<file path="src/rtl/i2c_gc_pkg.sv">
package i2c_gc_pkg;

  typedef enum logic [2:0] {
    ST_IDLE  = 3'd0,
    ST_ADDR  = 3'd1,
    ST_ADDR2 = 3'd2,
    ST_DATA  = 3'd3,
    ST_SKIP  = 3'd4
  } rx_state_e;

  localparam logic [7:0] GEN_CALL_BYTE = 8'h00;

endpackage

</file>
<file path="src/rtl/i2c_line_sync.sv">
module i2c_line_sync #(
  parameter int SYNC_STAGES = 2
) (
  input  logic clk,
  input  logic rst_n,
  input  logic scl_i,
  input  logic sda_i,
  output logic scl_rise_o,
  output logic scl_fall_o,
  output logic start_o,
  output logic stop_o,
  output logic sda_bit_o
);

  localparam int LAST = SYNC_STAGES - 1;

  logic [LAST:0] scl_sh, sda_sh;
  logic          scl_q, sda_q;

  // synchronizer chains, idle bus level is high
  always_ff @(posedge clk or negedge rst_n) begin
    if (!rst_n) begin
      scl_sh <= '1;
      sda_sh <= '1;
      scl_q  <= 1'b1;
      sda_q  <= 1'b1;
    end else begin
      scl_sh <= {scl_sh[LAST-1:0], scl_i};
      sda_sh <= {sda_sh[LAST-1:0], sda_i};
      scl_q  <= scl_sh[LAST];
      sda_q  <= sda_sh[LAST];
    end
  end

  assign scl_rise_o = scl_sh[LAST] & ~scl_q;
  assign scl_fall_o = ~scl_sh[LAST] & scl_q;
  assign start_o    = scl_sh[LAST] & scl_q & sda_q & ~sda_sh[LAST];
  assign stop_o     = scl_sh[LAST] & scl_q & ~sda_q & sda_sh[LAST];
  assign sda_bit_o  = sda_sh[LAST];

endmodule

</file>
<file path="src/rtl/i2c_addr_match.sv">
module i2c_addr_match
  import i2c_gc_pkg::*;
#(
  parameter int BYTE_W = 8
) (
  input  logic [BYTE_W-1:0] byte_i,
  input  logic [BYTE_W-1:0] own_i,
  input  logic              gc_en_i,
  output logic              gc_hit_o,
  output logic              own_hit_o,
  output logic              full_hit_o
);

  logic upper_eq, upper_zero;

  assign upper_eq   = (byte_i[BYTE_W-1:1] == own_i[BYTE_W-1:1]);
  assign upper_zero = (byte_i[BYTE_W-1:1] == '0);

  assign gc_hit_o   = gc_en_i && (byte_i == GEN_CALL_BYTE[BYTE_W-1:0]);
  assign own_hit_o  = upper_eq && !byte_i[0] && !upper_zero;
  assign full_hit_o = (byte_i == own_i);

endmodule

</file>
<file path="src/rtl/i2c_gc_addr_rx.sv">
module i2c_gc_addr_rx
  import i2c_gc_pkg::*;
#(
  parameter int BYTE_W      = 8,
  parameter int SYNC_STAGES = 2
) (
  input  logic              clk,
  input  logic              rst_n,
  input  logic              scl_i,
  input  logic              sda_i,
  output logic              sda_pull_o,
  input  logic [BYTE_W-1:0] own_addr_i,
  input  logic              ten_bit_i,
  input  logic              gc_en_i,
  output logic              rx_valid_o,
  output logic [BYTE_W-1:0] rx_data_o,
  input  logic              rx_ready_i,
  output logic              irq_o,
  input  logic              irq_clr_i,
  output logic              ovf_o,
  output logic              upd_addr_o
);

  localparam int CNT_W = $clog2(BYTE_W + 1);
  localparam logic [CNT_W-1:0] LAST_BIT = CNT_W'(BYTE_W - 1);
  localparam logic [CNT_W-1:0] FULL_CNT = CNT_W'(BYTE_W);

  logic scl_rise, scl_fall, start_det, stop_det, sda_bit;

  i2c_line_sync #(.SYNC_STAGES(SYNC_STAGES)) u_sync (
    .clk       (clk),
    .rst_n     (rst_n),
    .scl_i     (scl_i),
    .sda_i     (sda_i),
    .scl_rise_o(scl_rise),
    .scl_fall_o(scl_fall),
    .start_o   (start_det),
    .stop_o    (stop_det),
    .sda_bit_o (sda_bit)
  );

  rx_state_e         st_q, nxt_q, dec_nxt;
  logic [CNT_W-1:0]  bitcnt_q;
  logic [BYTE_W-1:0] shreg_q, byte_next, buf_q, own_q;
  logic              sda_oe_q, ack_pend_q, ack_phase_q;
  logic              bf_q, irq_q, ovf_q, ua_q;
  logic              gc_hit, own_hit, full_hit;
  logic              bf_eff, dec_hit, dec_ack, dec_ovf, dec_ua;

  assign byte_next = {shreg_q[BYTE_W-2:0], sda_bit};
  assign bf_eff    = bf_q && !rx_ready_i;

  i2c_addr_match #(.BYTE_W(BYTE_W)) u_match (
    .byte_i    (byte_next),
    .own_i     (own_addr_i),
    .gc_en_i   (gc_en_i),
    .gc_hit_o  (gc_hit),
    .own_hit_o (own_hit),
    .full_hit_o(full_hit)
  );

  // byte verdict, evaluated on the last data bit's rising edge
  always_comb begin
    dec_hit = 1'b0;
    dec_ua  = 1'b0;
    dec_nxt = ST_SKIP;
    unique case (st_q)
      ST_ADDR: begin
        if (gc_hit) begin
          dec_hit = 1'b1;
          dec_nxt = ST_DATA;
        end else if (own_hit) begin
          dec_hit = 1'b1;
          dec_ua  = ten_bit_i;
          dec_nxt = ten_bit_i ? ST_ADDR2 : ST_DATA;
        end
      end
      ST_ADDR2: begin
        if (full_hit) begin
          dec_hit = 1'b1;
          dec_nxt = ST_DATA;
        end
      end
      ST_DATA: begin
        dec_hit = 1'b1;
        dec_nxt = ST_DATA;
      end
      default: dec_nxt = ST_SKIP;
    endcase
    dec_ovf = dec_hit && bf_eff;
    dec_ack = dec_hit && !bf_eff;
    if (!dec_ack) dec_ua = 1'b0;
    if (dec_ovf && st_q != ST_DATA) dec_nxt = ST_SKIP;
  end

  always_ff @(posedge clk or negedge rst_n) begin
    if (!rst_n) begin
      st_q        <= ST_IDLE;
      nxt_q       <= ST_IDLE;
      bitcnt_q    <= '0;
      shreg_q     <= '0;
      buf_q       <= '0;
      own_q       <= '0;
      sda_oe_q    <= 1'b0;
      ack_pend_q  <= 1'b0;
      ack_phase_q <= 1'b0;
      bf_q        <= 1'b0;
      irq_q       <= 1'b0;
      ovf_q       <= 1'b0;
      ua_q        <= 1'b0;
    end else begin
      own_q <= own_addr_i;
      if (own_q != own_addr_i) ua_q <= 1'b0;
      if (bf_q && rx_ready_i) bf_q <= 1'b0;
      if (irq_clr_i) begin
        irq_q <= 1'b0;
        ovf_q <= 1'b0;
      end

      if (stop_det) begin
        st_q        <= ST_IDLE;
        bitcnt_q    <= '0;
        sda_oe_q    <= 1'b0;
        ack_phase_q <= 1'b0;
      end else if (start_det) begin
        st_q        <= ST_ADDR;
        bitcnt_q    <= '0;
        sda_oe_q    <= 1'b0;
        ack_phase_q <= 1'b0;
      end else if (st_q != ST_IDLE) begin
        if (scl_rise && bitcnt_q < FULL_CNT) begin
          shreg_q  <= byte_next;
          bitcnt_q <= bitcnt_q + 1'b1;
          if (bitcnt_q == LAST_BIT) begin
            ack_pend_q <= dec_ack;
            nxt_q      <= dec_nxt;
            if (dec_ack) begin
              buf_q <= byte_next;
              bf_q  <= 1'b1;
            end
            if (dec_ovf) ovf_q <= 1'b1;
            if (dec_ua) ua_q <= 1'b1;
          end
        end else if (scl_fall && bitcnt_q == FULL_CNT && !ack_phase_q) begin
          sda_oe_q    <= ack_pend_q;
          ack_phase_q <= 1'b1;
        end else if (scl_fall && ack_phase_q) begin
          if (sda_oe_q) irq_q <= 1'b1;
          sda_oe_q    <= 1'b0;
          ack_phase_q <= 1'b0;
          bitcnt_q    <= '0;
          st_q        <= nxt_q;
        end
      end
    end
  end

  assign sda_pull_o = sda_oe_q;
  assign rx_valid_o = bf_q;
  assign rx_data_o  = buf_q;
  assign irq_o      = irq_q;
  assign ovf_o      = ovf_q;
  assign upd_addr_o = ua_q;

  assert_irq_on_ack_fall_R5: assert property (@(posedge clk) disable iff (!rst_n)
    $rose(irq_q) |-> ($past(sda_oe_q) && $past(scl_fall)));

  assert_hold_until_taken_R4: assert property (@(posedge clk) disable iff (!rst_n)
    (bf_q && !rx_ready_i) |=> (bf_q && $stable(buf_q)));

  assert_no_overwrite_on_ovf_R6: assert property (@(posedge clk) disable iff (!rst_n)
    $rose(ovf_q) |-> $stable(buf_q));

  assert_upd_only_ten_bit_R7: assert property (@(posedge clk) disable iff (!rst_n)
    $rose(ua_q) |-> ten_bit_i);

  assert_release_when_idle_R9: assert property (@(posedge clk) disable iff (!rst_n)
    (st_q == ST_IDLE) |-> !sda_oe_q);

endmodule

</file>
<file path="config.mk">
export PLATFORM = sky130hd
export DESIGN_NAME = i2c_gc_addr_rx
export DESIGN_NICKNAME = d
export VERILOG_FILES = /design/src/rtl/i2c_gc_pkg.sv /design/src/rtl/i2c_line_sync.sv /design/src/rtl/i2c_addr_match.sv /design/src/rtl/i2c_gc_addr_rx.sv
export SDC_FILE = /design/constraint.sdc
export NUM_CORES = 1
export LEC_CHECK = 0
export CAP_MARGIN = 0
export CORE_UTILIZATION = 29
export DETAILED_ROUTE_END_ITERATION = 8
export GPL_TIMING_DRIVEN = 0
export PLACE_DENSITY = 0.56
export SETUP_SLACK_MARGIN = 0.5
export SKIP_CTS_REPAIR_TIMING = 1
export SYNTH_ARGS = -nofsm -noshare
export SYNTH_HDL_FRONTEND = slang
export SYNTH_SLANG_ARGS = --single-unit
export TNS_END_PERCENT = 50
</file>
<file path="constraint.sdc">
create_clock -name clk -period 2.3 [get_ports clk]
set_input_delay 0.46 -clock clk [delete_from_list [all_inputs] [get_ports clk]]
set_output_delay 0.46 -clock clk [all_outputs]
set_load 0.01 [all_outputs]
</file>
== Word level (Yosys, flattened, before mapping) ==
Index checks and enable logic that the tools add are counted.

* Register bits: 46
* Logic and storage cells: 140
* Output and inout bits: 13

* Magnitude comparators: 1
* Reductions and logical operators: 30
* Equal/unequal tests: 12
* Bitwise operators: 13
* $add $sub $neg: 1
* Multiplexer cells: 66

{| class="wikitable"
|+ Operator list
! cell !! count
|-
| 1-bit 2-to-1 mux || 48
|-
| 3-bit 2-to-1 mux || 10
|-
| 4-bit 2-to-1 mux || 6
|-
| 1-bit logical AND || 12
|-
| 3-bit one-hot mux with 3 select lines || 1
|-
| 3-bit nonzero test || 3
|-
| 8-bit equality test || 1
|-
| 8-bit zero test || 1
|-
| 8-bit != test || 1
|-
| 4-bit AND reduction || 2
|-
| 4-bit nonzero test || 2
|-
| 1-bit AND || 7
|-
| 7-bit equality test || 1
|-
| 7-bit zero test || 1
|-
| 3-bit by 2-bit equality test with 1-bit output (second input constant) || 2
|-
| 3-bit != test (second input constant) || 2
|-
| 1-bit inverter || 6
|-
| 3-bit AND reduction || 2
|-
| 6-bit AND reduction || 1
|-
| 1-bit zero test || 5
|-
| 5-bit AND reduction || 1
|-
| 4-bit by 1-bit adder with 4-bit output (second input constant) || 1
|-
| 4-bit by 3-bit equality test with 1-bit output (second input constant) || 1
|-
| 4-bit equality test (second input constant) || 1
|-
| 5 further kinds || 5
|}

== Depth between registers and ports, before layout ==
Gate-level depths: netlist (run 1).

* Depth in word-level cells: 14
* Gate-level depth with buffers: 6

== By module ==
Synthesis (run 1) repeated with hierarchy kept, for this count alone.

* Cells, all modules: 165
* Area, all modules: 2005.7 sq um

{| class="wikitable"
|+ Modules (own cells, without submodules)
! module !! times used !! area each (sq um) !! cells an instance
|-
| i2c_gc_addr_rx || 1 || 1697.9 || 140
|-
| i2c_line_sync || 1 || 190.2 || 10
|-
| i2c_addr_match || 1 || 117.6 || 15
|}

== Worst setup path after synthesis (run 1) ==
No wires, ideal clock.

* Path type: flip-flop to flip-flop
* Start point: register st_q[1]
* End point: register buf_q[3], in the netlist rx_data_o[3]
* Cell stages (with the launch flop): 6
* Setup time: 0.125 ns
* Arrival: 1.843 ns
* Data required time: 2.175 ns
* Buffers on the path: 0
* Period minus slack after synthesis: 1.968 ns
* Path slack: 0.332 ns
* Cells stage by stage: dfrtp_1 > nor4b_4 > a21bo_2 > a2111oi_4 > o21ai_4 > mux2_4

* Word-level cells in the longest chain between the ends: 4
* Elaborated cells between the ends (all ways): 7

{| class="wikitable"
|+ Ends and longest elaborated chain
! what !! RTL line !! RTL
|-
| start: declaration || i2c_gc_addr_rx.sv:42 || <nowiki>rx_state_e st_q, nxt_q, dec_nxt;</nowiki>
|-
| start signal: assignment || i2c_gc_addr_rx.sv:152 || <nowiki>st_q <= nxt_q;</nowiki>
|-
| 3-bit by 2-bit equality test with 1-bit output or 3-bit by 1-bit equality test with 1-bit output (tied branches) || i2c_gc_addr_rx.sv:67 || <nowiki>unique case (st_q)</nowiki>
|-
| 1-bit one-hot mux with 3 select lines || i2c_gc_addr_rx.sv:67 ||
|-
| 1-bit logical AND || i2c_gc_addr_rx.sv:91 || <nowiki>dec_ack = dec_hit && !bf_eff;</nowiki>
|-
| 6-bit AND reduction (no line) * || - ||
|-
| end signal: assignment || i2c_gc_addr_rx.sv:138 || <nowiki>buf_q <= byte_next;</nowiki>
|-
| end: declaration || i2c_gc_addr_rx.sv:44 || <nowiki>logic [BYTE_W-1:0] shreg_q, byte_next, buf_q, own_q;</nowiki>
|}

Every way passes the cells marked *; elsewhere a longest branch is shown, timed or not.
A chain may end at the register's enable or synchronous reset.

== Worst setup path in the final report (run 1) ==
* Start point: register u_sync.sda_sh[1]
* End point: register buf_q[3], in the netlist rx_data_o[3]

* Word-level cells in the longest chain between the ends: 8
* Elaborated cells between the ends (all ways): 17

{| class="wikitable"
|+ Ends and longest elaborated chain
! what !! RTL line !! RTL
|-
| start: declaration || i2c_line_sync.sv:17 || <nowiki>logic [LAST:0] scl_sh, sda_sh;</nowiki>
|-
| start signal: assignment || i2c_line_sync.sv:29 || <nowiki>sda_sh <= {sda_sh[LAST-1:0], sda_i};</nowiki>
|-
| 1-bit zero test || i2c_addr_match.sv:20 || <nowiki>assign own_hit_o = upper_eq && !byte_i[0] && !upper_zero;</nowiki>
|-
| 1-bit logical AND (2 in a row) || i2c_addr_match.sv:20 ||
|-
| 1-bit 2-to-1 mux || i2c_gc_addr_rx.sv:72 || <nowiki>end else if (own_hit) begin</nowiki>
|-
| 1-bit 2-to-1 mux || i2c_gc_addr_rx.sv:69 || <nowiki>if (gc_hit) begin</nowiki>
|-
| 1-bit one-hot mux with 3 select lines || i2c_gc_addr_rx.sv:67 ||
|-
| 1-bit logical AND || i2c_gc_addr_rx.sv:91 ||
|-
| 6-bit AND reduction (no line) * || - ||
|}

Marks and branches as above.

==> results.ini, run 1 <==
[timing]
rsz0062_at_grt = yes
hold_viol_final = 0
clock_skew_ns = 0.00989
slew-limit-headroom_pct = 51.8
period_needed_ns = 2.20
worst_slew_pin_slew_ns = 0.721
fmax_ghz = 0.454
finalSetupViolations = 0
fin_worst_hold_slack_ns = 0.0633
post-route-period-util_pct = 95.9
drv_slew = 0

[synthesis]
synth_edf_count = 0
ys_types = 44
synth-warning-count = 0
yosysSeqAreaShare_pct = 55.3
syn-cell-area_mm2 = 0.00210
synth_nets = 192
synth_flop_cell = dfrtp_1
syn_area_per_cell_um2 = 12.1
synthCells = 174
async_flop_share_pct = 100
ys_ff_latch = 46

[route]
routedWlPerCell_um = 13.5
vias = 1458
viasPerCell = 4.61
drt-total-wl_um = 4250
drc = 0
drt_pre_antenna_iters = 4
drtIter0Drc = 62
ant_nets = 0

[worst_setup_path]
cp_data_arrival_time_ns = 2.40
path_buf_inv = 2
worstSetupPathType = register to register
crit_chain = buf_6, nor4b_4, a21bo_2, a2111oi_4, buf_6, o21ai_4, mux2_4
cpMaxStageDelayCell = dfstp_2
cp-end-kind = register
cp.required_ns = 2.49
worstSetupStartpointType = register
path_max_fanout = 5
critPathMaxStageDelay_ns = 0.38
critPathMostFrequentCell = buf_6
cpLargestDelayFamily = compound AO/OA/AOI/OAI gates

[pwr]
p_leak_nw = 1.14
power_mw = 1.72
vdd_drop_max_mv = 0.367
power_density_mw_per_mm2 = 627

[clock_tree]
cts_buffers = 5
cts_tree = built
h-tree-depth = 2
clockBufferDepth = 2
cts-root-buf = clkbuf_8
worst_skew_pair.late_latency_ns = 0.30
cts.clk_slew.worst_paths_ns = 0.09
clock-sinks = 46

[grt]
grt_pass1_wl_um = 6640
grt_pass1_vias = 1407
gr-usage-all-layers_pct = 11.4
overflow = 0
antenna_found_initial = 0
grt_max_degree = 32

[floorplan]
io_pins = 29
fp.dieW_um = 87.0
die_y_um = 87.0
core_area_mm2 = 0.00691
initial_utilization_pct = 30.4
placementRows = 30
die_area_mm2 = 0.00758

[finish]
finalNetCount = 237
ff_latch_area_mm2 = 0.00116
multi_input_area_um2 = 952
syn_to_final_growth_pct = 30.9
insertedDiodeCount = 0
drive_gt1_share_pct = 25.9
final_cell_area_mm2 = 0.00275
fillCellCount = 714

[status]
outcome = complete, no violations

[worst_hold_path]
hp-class = input port to async pin

[place]
io_buffers = 28
dp_hpwl_um = 2940
gp_congestion = 0.778
place_area_mm2 = 0.00251

[job]
drv_cap = 0

-- through the flow --
step	worst slack (ns)	setup TNS (ns)	instances	utilization, %
global placement	-0.696	-22.72	298	36.2
detailed placement	-0.174	-1.34	299	36.4
floorplan	0.340	0	174	-
CTS	0.156	0	307	38.0
finish	0.0953	0	316	39.7
global route	0.0252	0	316	39.7
-- final cells by class --
type	instances	share of cell area (%)
flip-flops and latches	46	42.3
multi-input cells	121	34.7
repair buffers	37	13.2
well taps	96	4.38
clock buffers	5	2.51
clock inverters	3	1.60
inverters	6	0.820
plain buffers	2	0.547
-- cell usage in the layout (no fill, tap or decap), types with 5 or more instances in the layout --
cell type	Yosys	layout
dfrtp_1	40	39
clkdlybuf4s50_1	0	27
mux2_2	16	15
nand2_1	14	13
o21ai_0	11	10
xnor2_1	9	9
nor2_1	9	9
xor2_1	8	8
inv_1	6	6
buf_4	1	6
dfstp_2	6	6
nand3_1	5	5
a21oi_1	5	5
clkbuf_8	0	5
-- metal layers --
| metal | global-route usage (%) | part of all wire, % |
|---|---|---|
| met2 | 16.6 | 42 |
| met4 | 4.09 | 1.5 |
| met1 | 16.5 | 52 |
| met3 | 2.56 | 3.8 |
| met5 | 0 | 0 |
-- logic make-up after synthesis --
group / after synthesis / synth area share, %
xor+xnor: 17 / 7.10
flops: 46 / 55.3
fa+ha+maj: 2 / 1.19
simple gates: 53 / 14.5
buf+inv: 8 / 1.61
mux: 18 / 9.78
compound gates: 30 / 10.6
-- Yosys cell counts, drive strengths merged (3+ instances only) --
master	n	share of area (%)
nand3	5	1.2
nor3b	3	1.3
dfrtp	40	48
nor2	9	1.6
a21oi	5	1.2
xnor2	9	3.8
mux2	17	9.3
inv	6	1.1
nor3	4	0.95
nor2b	3	0.90
o21ai	12	3.4
dfstp	6	7.5
xor2	8	3.3
nand4	3	0.90
nand2	14	2.5
-- worst paths after layout --
| path | from | end | slack (ns) | cells past startpoint |
|---|---|---|---|---|
| worst max register to register | u_sync.sda_sh[1]$_DFF_PN1_ | rx_data_o[3]$_DFFE_PN0P_ | 0.1 | 7 |
| worst min-delay path | rst_n | ack_phase_q$_DFFE_PN0P_ | 0.06 | 1 |
| worst min register to register | u_sync.scl_sh[0]$_DFF_PN1_ | u_sync.scl_sh[1]$_DFF_PN1_ | 0.36 | 0 |
| min in group clk | u_sync.scl_sh[0]$_DFF_PN1_ | u_sync.scl_sh[1]$_DFF_PN1_ | 0.36 | 0 |
| worst max-delay path | u_sync.sda_sh[1]$_DFF_PN1_ | rx_data_o[3]$_DFFE_PN0P_ | 0.1 | 7 |
| max in group asynchronous | rst_n | u_sync.sda_q$_DFF_PN1_ | 1.68 | 2 |
-- sequential cells by signal, indices dropped and copies added (netlist names), 2 cells and up --
register,count
own_q,8
rx_data_o,8
shreg_q,7
bitcnt_q,4
nxt_q,3
st_q,3
u_sync.scl_sh,2
u_sync.sda_sh,2
-- worst reg2reg max path, delay by kind of cell (launching register included) --
family          cells  cell delay [ns]
buf+inv             2             0.30
mux                 1             0.32
simple gates        1             0.33
compound gates      3             0.77
flops               1             0.38
-- power by group --
part           switching [mW]  internal (mW)
sequential             0.0489          0.851
clock                   0.279          0.326
combinational           0.108          0.108
total                   0.436           1.28
No activity file was read; power rests on OpenSTA's default activity.
==> inputs of run 2 (changes only) <==
--- a/config.mk
+++ b/config.mk
@@ -6,10 +6,10 @@
 export NUM_CORES = 1
 export LEC_CHECK = 0
 export CAP_MARGIN = 0
-export CORE_UTILIZATION = 29
+export CORE_UTILIZATION = 50
 export DETAILED_ROUTE_END_ITERATION = 8
 export GPL_TIMING_DRIVEN = 0
-export PLACE_DENSITY = 0.56
+export PLACE_DENSITY = 0.82
 export SETUP_SLACK_MARGIN = 0.5
 export SKIP_CTS_REPAIR_TIMING = 1
 export SYNTH_ARGS = -nofsm -noshare
==> run 2 against run 1 <==
Net effect: cell area down 3.8%; die area shrank 41%; clock skew about the same; critical path depth shrank 1; sequential power about the same; critical endpoint unchanged.
==> results.ini, run 2 (same netlist as run 1, synthesis figures left out) <==
[worst_setup_path]
crit_chain = nor4b_4, a21bo_2, a2111oi_4, buf_4, o21ai_4, mux2_4
reg2reg_slack_ns = 0.08
worstSetupPathType = register to register
path_max_fanout = 7
cpLargestDelayFamily = compound AO/OA/AOI/OAI gates
path_buf_inv = 1
cp-startpoint = st_q[1]$_DFFE_PN0P_
cp_data_arrival_time_ns = 2.42
cpMaxStageDelayCell = dfrtp_2
critPathMaxStageDelay_ns = 0.48
cp-end-kind = register
cp.required_ns = 2.50
worstSetupStartpointType = register
r2r-start = st_q[1]$_DFFE_PN0P_

[finish]
instances_no_fill = 269
fillCellCount = 311
ff_latch_area_mm2 = 0.00116
layout_commonest_cell = dfrtp_1
utilization_pct = 66.0
layout_common_cells = dfrtp_1 (39), clkdlybuf4s50_1 (27), mux2_2 (16)
multi_input_area_um2 = 938
insertedDiodeCount = 0
drive_gt1_share_pct = 25.6
finalNetCount = 236
final_cell_area_mm2 = 0.00264
syn_to_final_growth_pct = 26.0

[pwr]
power_density_mw_per_mm2 = 620
vdd_drop_max_mv = 0.502
power_mw = 1.64
p_leak_nw = 1.12

[clock_tree]
cts_buffers = 5
cts_tree = built
clockBufferDepth = 2
cts.clk_slew.worst_paths_ns = 0.09
worst_skew_pair.late_latency_ns = 0.31
cts-root-buf = clkbuf_8
clock-sinks = 46
h-tree-depth = 2

[route]
drc = 0
ant_nets = 0
vias = 1474
drtIter0Drc = 91
drt-total-wl_um = 4040
viasPerCell = 5.48
routedWlPerCell_um = 15.0
drt_pre_antenna_iters = 4

[place]
dp_cells = 253
io_buffers = 28
place_area_mm2 = 0.00246
gp_congestion = 0.765
dp_hpwl_um = 2810

[timing]
clock_skew_ns = 0.0103
fmax_ghz = 0.451
fin_worst_hold_slack_ns = 0.0803
drv_slew = 0
finalSetupViolations = 0
rsz0062_at_grt = yes
slew-limit-headroom_pct = 52.3
worst_slew_pin_slew_ns = 0.713
hold_viol_final = 0
period_needed_ns = 2.22
post-route-period-util_pct = 96.3

[grt]
gr-usage-all-layers_pct = 18.6
overflow = 0
grt_max_degree = 29
grt_pass1_wl_um = 6100
grt_pass1_vias = 1328
antenna_found_initial = 0

[floorplan]
fp.dieW_um = 66.8
initial_utilization_pct = 52.4
die_area_mm2 = 0.00446
die_y_um = 66.8
core_area_mm2 = 0.00400
placementRows = 23
io_pins = 29

[status]
outcome = complete, no violations

[worst_hold_path]
hp-class = input port to async pin

[job]
drv_cap = 0

## run 2: power by group
| group | leakage, nW | switching, mW | internal (mW) |
|---|---|---|---|
| Combinational | 0.487 | 0.109 | 0.109 |
| Clock | 0.0495 | 0.292 | 0.225 |
| Sequential | 0.582 | 0.0510 | 0.851 |
## run 2: stage by stage
stage	setup TNS (ns)	setup WS, ns
floorplan	0	0.340
global placement	-17.78	-0.579
detailed placement	-1.09	-0.146
CTS	0	0.147
global route	0	0.0404
finish	0	0.0842
## run 2: area by class of cell
class / instances / share of cell area, %
Tap cell: 50 / 2.37
Sequential cell: 46 / 43.9
Timing Repair Buffer: 36 / 13.2
Multi-Input combinational cell: 121 / 35.5
Clock buffer: 5 / 2.61
Inverter: 6 / 0.853
Buffer: 2 / 0.568
Clock inverter: 3 / 0.995
## run 2: path summary, 6_finish.rpt
| check | to | depth (start not counted) |
|---|---|---|
| worst max-delay path | rx_data_o[3]$_DFFE_PN0P_ | 6 |
| worst min-delay path | rx_valid_o$_DFF_PN0_ | 1 |
| worst max register to register | rx_data_o[3]$_DFFE_PN0P_ | 6 |
| worst min register to register | u_sync.sda_sh[1]$_DFF_PN1_ | 0 |
| max in group asynchronous | u_sync.scl_sh[1]$_DFF_PN1_ | 2 |
| min in group clk | u_sync.sda_sh[1]$_DFF_PN1_ | 0 |
## run 2: layer usage
metal	GRT usage, %	part of all wire [%]
met4	6.38	0.99
met5	0	0
met2	29.0	50
met3	4.28	3.1
met1	25.2	46
